[config.mk]
export PLATFORM = sky130hd
export DESIGN_NAME = shift_fifo
export DESIGN_NICKNAME = d
export VERILOG_FILES = /design/src/rtl/shift_fifo_pkg.sv /design/src/rtl/shift_fifo_mem.sv /design/src/rtl/shift_fifo_ctrl.sv /design/src/rtl/shift_fifo_outgate.sv /design/src/rtl/shift_fifo.sv
export SDC_FILE = /design/constraint.sdc
export NUM_CORES = 1
export LEC_CHECK = 0
export ABC_AREA = 1
export ABC_CLOCK_PERIOD_IN_PS = 3830
export BUFFER_PORTS_ARGS = -buffer_cell sky130_fd_sc_hd__buf_4
export CAP_MARGIN = 25
export CORE_ASPECT_RATIO = 0.75
export CORE_MARGIN = 4
export CORE_UTILIZATION = 37
export CTS_BUF_LIST = sky130_fd_sc_hd__clkbuf_8
export CTS_CLUSTER_DIAMETER = 30
export CTS_CLUSTER_SIZE = 24
export DETAILED_ROUTE_END_ITERATION = 16
export PLACE_DENSITY = 0.51
export SLEW_MARGIN = 30
export SYNTH_ARGS = -nofsm -noshare
export SYNTH_HDL_FRONTEND = slang
export SYNTH_HIERARCHICAL = 1
export SYNTH_SLANG_ARGS = --single-unit
[constraint.sdc]
create_clock -name clk -period 3.83 [get_ports clk]
set_clock_uncertainty 0.05 [all_clocks]
set_input_delay 0.766 -clock clk [delete_from_list [all_inputs] [get_ports clk]]
set_output_delay 0.766 -clock clk [all_outputs]
set_load 0.01 [all_outputs]
[src/rtl/shift_fifo_pkg.sv]
package shift_fifo_pkg;

    typedef enum logic [1:0] {
        OP_HOLD = 2'd0,
        OP_PUSH = 2'd1,
        OP_POP  = 2'd2,
        OP_SWAP = 2'd3
    } fifo_op_e;

    function automatic fifo_op_e classify(input logic push, input logic pop);
        fifo_op_e op;
        case ({pop, push})
            2'b01:   op = OP_PUSH;
            2'b10:   op = OP_POP;
            2'b11:   op = OP_SWAP;
            default: op = OP_HOLD;
        endcase
        return op;
    endfunction

endpackage

[src/rtl/shift_fifo_mem.sv]
module shift_fifo_mem #(
    parameter int WIDTH = 4,
    parameter int DEPTH = 64,
    localparam int AW = $clog2(DEPTH)
) (
    input  logic             clk,
    input  logic             we,
    input  logic [AW-1:0]    waddr,
    input  logic [WIDTH-1:0] wdata,
    input  logic [AW-1:0]    raddr,
    output logic [WIDTH-1:0] rdata
);

    logic [WIDTH-1:0] store_q [DEPTH];

    always_ff @(posedge clk) begin
        if (we) begin
            store_q[waddr] <= wdata;
        end
    end

    assign rdata = store_q[raddr];

endmodule

[src/rtl/shift_fifo_ctrl.sv]
module shift_fifo_ctrl
    import shift_fifo_pkg::*;
#(
    parameter int DEPTH = 64,
    localparam int AW = $clog2(DEPTH),
    localparam int CW = $clog2(DEPTH + 1)
) (
    input  logic          clk,
    input  logic          rst_n,
    input  logic          shift_in,
    input  logic          shift_out,
    output logic          we,
    output logic [AW-1:0] waddr,
    output logic [AW-1:0] raddr,
    output logic          in_rdy,
    output logic          out_rdy,
    output logic [CW-1:0] level
);

    typedef struct packed {
        logic [AW-1:0] wr_ptr;
        logic [AW-1:0] rd_ptr;
        logic [CW-1:0] cnt;
        logic          room;
        logic          avail;
    } ctrl_state_t;

    localparam ctrl_state_t RESET_STATE = '{
        wr_ptr: '0, rd_ptr: '0, cnt: '0, room: 1'b1, avail: 1'b0
    };

    ctrl_state_t st_d, st_q;
    logic        push_ok;
    logic        pop_ok;
    fifo_op_e    op;

    function automatic logic [AW-1:0] ptr_next(input logic [AW-1:0] p);
        return (p == AW'(DEPTH - 1)) ? '0 : p + AW'(1);
    endfunction

    always_comb begin
        st_d    = st_q;
        push_ok = shift_in && st_q.room;
        pop_ok  = shift_out && st_q.avail;
        op      = classify(push_ok, pop_ok);
        case (op)
            OP_PUSH: begin
                st_d.wr_ptr = ptr_next(st_q.wr_ptr);
                st_d.cnt    = st_q.cnt + CW'(1);
            end
            OP_POP: begin
                st_d.rd_ptr = ptr_next(st_q.rd_ptr);
                st_d.cnt    = st_q.cnt - CW'(1);
            end
            OP_SWAP: begin
                st_d.wr_ptr = ptr_next(st_q.wr_ptr);
                st_d.rd_ptr = ptr_next(st_q.rd_ptr);
            end
            default: begin
            end
        endcase
        st_d.room  = (st_d.cnt != CW'(DEPTH));
        st_d.avail = (st_d.cnt != '0);
    end

    always_ff @(posedge clk or negedge rst_n) begin
        if (!rst_n) begin
            st_q <= RESET_STATE;
        end else begin
            st_q <= st_d;
        end
    end

    assign we      = push_ok;
    assign waddr   = st_q.wr_ptr;
    assign raddr   = st_q.rd_ptr;
    assign in_rdy  = st_q.room;
    assign out_rdy = st_q.avail;
    assign level   = st_q.cnt;

endmodule

[src/rtl/shift_fifo_outgate.sv]
module shift_fifo_outgate #(
    parameter int               WIDTH = 4,
    parameter logic [WIDTH-1:0] IDLE  = '0
) (
    input  logic             enable,
    input  logic             valid,
    input  logic [WIDTH-1:0] head,
    output logic [WIDTH-1:0] dout
);

    always_comb begin
        if (enable && valid) begin
            dout = head;
        end else begin
            dout = IDLE;
        end
    end

endmodule

[src/rtl/shift_fifo.sv]
module shift_fifo #(
    parameter int WIDTH = 4,
    parameter int DEPTH = 64
) (
    input  logic             clk,
    input  logic             rst_n,
    input  logic [WIDTH-1:0] din,
    input  logic             shift_in,
    output logic             in_rdy,
    output logic [WIDTH-1:0] dout,
    input  logic             shift_out,
    output logic             out_rdy,
    input  logic             out_en
);

    localparam int AW = $clog2(DEPTH);
    localparam int CW = $clog2(DEPTH + 1);

    logic             we;
    logic [AW-1:0]    waddr;
    logic [AW-1:0]    raddr;
    logic [WIDTH-1:0] head;
    logic [CW-1:0]    level;

    shift_fifo_ctrl #(.DEPTH(DEPTH)) u_ctrl (
        .clk       (clk),
        .rst_n     (rst_n),
        .shift_in  (shift_in),
        .shift_out (shift_out),
        .we        (we),
        .waddr     (waddr),
        .raddr     (raddr),
        .in_rdy    (in_rdy),
        .out_rdy   (out_rdy),
        .level     (level)
    );

    shift_fifo_mem #(.WIDTH(WIDTH), .DEPTH(DEPTH)) u_mem (
        .clk   (clk),
        .we    (we),
        .waddr (waddr),
        .wdata (din),
        .raddr (raddr),
        .rdata (head)
    );

    shift_fifo_outgate #(.WIDTH(WIDTH), .IDLE('0)) u_gate (
        .enable (out_en),
        .valid  (out_rdy),
        .head   (head),
        .dout   (dout)
    );

endmodule

Word level (Yosys, flattened, before mapping)

Memory sizes are Yosys's and may differ from the RTL's.
Cells that the tools add are included.

Reduce and logical (&&, ||, !) cells: 6
Muxes and demuxes: 7
Equal/unequal tests: 9
$add $sub $neg: 4

Operators by type and width:

| kind                | count |
|---|---|
| $pmux 7 s2          | 1 |
| $add 6x1->6 const B | 2 |
| $eq 6x6->1 const B  | 2 |
| $mux 6              | 2 |
| $eq 2x2->1 const B  | 4 |
| $add 7x1->7 const B | 1 |
| $ne 7x7->1 const B  | 1 |
| $reduce_bool 7->1   | 1 |
| $sub 7x1->7 const B | 1 |
| $pmux 2 s3          | 1 |
| $eq 2x1->1 const B  | 2 |
| $mux 4              | 1 |
| $reduce_or 2->1     | 2 |
| $logic_and 1x1->1   | 3 |
| $mux 1              | 2 |

Output and inout bits: 6
Input bits: 9
Bits in writable memories: 256
Memories: 1
Word-level logic and storage cells: 32
Register bits after elaboration: 21

Memories:

| name          | depth | bits a word | read ports | clocked after Yosys merged registers in | wr ports | line                 | RTL |
|---|---|---|---|---|---|---|---|
| u_mem.store_q | 64    | 4           | 1          | 0                                       | 1        | shift_fifo_mem.sv:14 | `logic [WIDTH-1:0] store_q [DEPTH];` |

Longest topological paths before layout

Depth after elaboration: 6
Depth in mapped cells: 18
Depth with buffers taken out: 17

Modules after synthesis

Netlist, hierarchy kept.

Modules (own cells, without submodules):

| module             | cells each | area an instance (µm²) | times used |
|---|---|---|---|
| shift_fifo_mem     | 944        | 10801.6                | 1 |
| shift_fifo_ctrl    | 177        | 1298.7                 | 1 |
| shift_fifo_outgate | 9          | 36.3                   | 1 |

Least setup slack after synthesis

OpenSTA, ideal clock, no wires.

Kind: in2reg
From: input port shift_out
To: register u_ctrl.st_q (netlist bit u_ctrl/out_rdy)
Path buffers: 1
Stages: 16
Arrival: 2387 ps
Setup time: 119 ps
Setup slack: 1274 ps
Path through: nand2_1 inv_1 ha_1 buf_6 inv_6 nand2_1 nand2_1 inv_1 ha_1 nand2_1 o21ai_1 or2_0 nor2_1 nand3_1 nor2_1 nand2_1

RTL lines:

| item                   | line                  | RTL |
|---|---|---|
| start: declaration     | shift_fifo.sv:11      | `input logic shift_out,` |
| end signal: assignment | shift_fifo_ctrl.sv:70 | `st_q <= st_d;` |
| end: declaration       | shift_fifo_ctrl.sv:32 | `ctrl_state_t st_d, st_q;` |

Worst setup path after layout

From: register u_ctrl.st_q (netlist bit u_ctrl/raddr[0])
To: output port dout[2]

Cells in the longest elaborated chain, start to end: 2

Ends and longest elaborated chain:

| item             | line                     | RTL |
|---|---|---|
| $mem_v2 64x4     | -                        |  |
| net head[2]      | shift_fifo.sv:22         | `logic [WIDTH-1:0] head;` |
| $mux 4           | shift_fifo_outgate.sv:12 | `if (enable && valid) begin` |
| end: declaration | shift_fifo.sv:10         | `output logic [WIDTH-1:0] dout,` |

The timed path passes the listed nets, and every way through them passes these cells.

==> results.json <==
{
  "die_w_um": 217.1,
  "grt.overflow.total": 0,
  "grt_max_degree": 132,
  "ys_dominant_reg_cell": "edfxtp_1",
  "vias_per_cell": 5.084,
  "setup_viol_count_final": 0,
  "hold_class": "in2async",
  "syn_to_final_growth_pct": 12.40,
  "period_minus_slack_ps": 3630,
  "num_rows": 57,
  "timing.fmax_mhz": 275.5,
  "drt-pass1-iter-count": 5,
  "wl_per_cell_um": 18.87,
  "grt_pass1_wl_mm": 47.80,
  "diodes": 0,
  "p_clk_share_pct": 29.6,
  "synth_edf_count": 256,
  "antenna_found_initial": 0,
  "vias": 8337,
  "grt_pass1_vias": 8057,
  "cp-start-kind": "register",
  "wl_mm": 30.94,
  "critical_path_required_ps": 3010,
  "end_kind": "primary output",
  "layout_commonest_cell": "nand2_1",
  "fin_tns_setup_ps": 0,
  "htree_levels": 2,
  "dpl.hpwl_mm": 18.00,
  "clock-sinks": 277,
  "period_share_pct": 94.78,
  "hold_violations": 0,
  "power_density_nw_per_um2": 737.1,
  "status": "finished, final reports clean",
  "drt_iter0_markers": 770,
  "synth.net_count": 1144,
  "cts_root_buf": "clkbuf_8",
  "synth_area_per_cell_sq_um": 10.74,
  "clkLatencyLatePin_ps": 570,
  "relSlewSlack_pct": 39.45,
  "core_sq_um": 32380,
  "route.detailed.drc": 0,
  "synth.distinct_cells": 33,
  "dp.cells": 1551,
  "switchingPower_uw": 3920,
  "yosysSeqAreaShare_pct": 67.68,
  "syn_inst": 1130,
  "ctsHoldBuffers": 0,
  "io-pin-count": 15,
  "async_flop_share_pct": 7.581,
  "power_leakage_uw": 0.005108,
  "final_cells": 1640,
  "start_util_pct": 37.48,
  "io_buffer_count": 14,
  "maxCapViolCount": 0,
  "cts_tree": "done",
  "critPathArrivalTime_ps": 2810,
  "cts_resized": 0,
  "p_comb_share_pct": 33.7,
  "final_layout_size_suffix_gt1_share_pct": 11.94,
  "dieArea_sq_um": 35790,
  "intPower_uw": 6136,
  "nets": 1174,
  "seqPwrFrac_pct": 36.7,
  "cts_inserted_buffers": 49,
  "netSwitchingFraction_pct": 38.98,
  "place_congestion": 0.8052,
  "synth_area_sq_um": 12140,
  "ys.warnings.count": 6,
  "path_class": "reg2out",
  "clock_path_buffers": 3,
  "cp_max_fo": 64,
  "die_y_um": 164.9,
  "clk_pin_slew_ps": 60,
  "synth-seq-cells": 277,
  "peakVddDrop_mv": 0.4643,
  "ant_nets": 0,
  "mostFrequentLayoutCells": "nand2_1, edfxtp_1, nand3_1",
  "grt_usage_pct": 17.46,
  "rsz0062_at_grt": "no",
  "slew_viol_final": 0,
  "postCtsSetupBuffers": 0,
  "tightest_slew_ps": 900.0
}
## stage by stage
| stage | utilization [%] | power, uW | hold slack [ps] | instance area (sq um) | worst slack, ps |
|---|---|---|---|---|---|
| 5_1_grt | 42.13 | 10700 | 16.49 | 13640 | 2.627 |
| 6_report | 42.13 | 10060 | 31.92 | 13640 | 200.1 |
| 2_1_floorplan | - | 6152 | 420.4 | 12140 | 1274 |
| 4_1_cts | 42.13 | 10130 | 3.507 | 13640 | 135.1 |
| 3_5_place_dp | 38.83 | 7132 | 475.0 | 12570 | 772.9 |
| 3_3_place_gp | 38.83 | 7135 | 475.4 | 12570 | 768.2 |
## cells by family (layout without fill, tap and decap cells)
kind of cell | count (synthesis) | count (layout) | share of synthesized area (%)
buf+inv | 99 | 167 | 4.897
fa+ha+maj | 5 | 5 | 0.5155
xor+xnor | 6 | 6 | 0.4331
flops | 277 | 277 | 67.68
compound gates | 12 | 12 | 0.6494
simple gates | 731 | 731 | 25.82
## final cells by class
cell class                      count  area [sq um]
Sequential cell                   277          8219
Clock inverter                     40         395.4
Clock buffer                       49         674.4
Inverter                           42         163.9
Tap cell                          442         553.0
Multi-Input combinational cell    754          3328
Timing Repair Buffer               36         307.8
Fill cell                        3121         18740
## power groups by stage
stage | combinational [uW] | clock [uW] | sequential (uW)
2_1_floorplan | 2480 | 0 | 3680
3_3_place_gp | 3380 | 0 | 3750
3_5_place_dp | 3380 | 0 | 3750
4_1_cts | 3390 | 3050 | 3690
5_1_grt | 3770 | 3210 | 3720
6_report | 3390 | 2980 | 3690
## state kept, by name, summed over array words and instances, names as in the netlist
name,count
u_ctrl/level,7
u_mem/store_q,256
u_ctrl/waddr,6
u_ctrl/out_rdy,1
u_ctrl/in_rdy,1
u_ctrl/raddr,6
## worst paths after layout
kind                                              from                             end  slack [ps]  cells past startpoint
hold reg to reg              u_ctrl/level[2]$_DFF_PN0_       u_ctrl/level[2]$_DFF_PN0_         480                      2
setup / recovery           u_ctrl/raddr[0]$_DFFE_PN0P_                         dout[2]         200                     13
max in group asynchronous                        rst_n         u_ctrl/in_rdy$_DFF_PN1_        3410                      1
min in group clk             u_ctrl/level[2]$_DFF_PN0_       u_ctrl/level[2]$_DFF_PN0_         480                      2
setup reg to reg               u_ctrl/in_rdy$_DFF_PN1_  u_mem/store_q[38][1]$_DFFE_PP_        1090                      4
hold / removal                                   rst_n       u_ctrl/level[2]$_DFF_PN0_          30                      1
## layer usage
metal	global-route usage (%)	up-vias	part of all wire, %	routed length [um]
met5	0	-	0	0
met4	4.681	0	2.1	636
met3	3.384	56	6.8	2098
met2	25.78	257	43	13210
met1	26.40	4062	48	14990
li1	-	3962	-	-
## worst max-delay path, cell delays in order (launching register included)
cell and delay [ps]:
dfrtp_4 490, clkinv_2 260, buf_12 310, nand2_1 110
nand3_1 100, nand3_1 140, nand2_1 90, nand2_1 50
nand3_1 110, nand3_1 110, nand2_1 120, inv_1 50
nor2_1 100, buf_4 130
## Yosys cell counts (4+ instances only)
cell / count / area [sq um]
nand3_1: 236 / 1181
ha_1: 5 / 62.56
nand4_1: 10 / 62.56
edfxtp_1: 256 / 7687
nor2_1: 76 / 285.3
inv_1: 34 / 127.6
nand2_1: 380 / 1426
buf_6: 24 / 270.3
nor4_1: 8 / 50.05
clkbuf_1: 11 / 41.29
nor3_1: 4 / 20.02
dfrtp_1: 20 / 500.5
inv_2: 7 / 26.28
buf_2: 15 / 75.07
nand2_2: 8 / 50.05
nor2_2: 4 / 25.02
buf_4: 5 / 37.54
No activity file was read; power rests on OpenSTA's default activity.
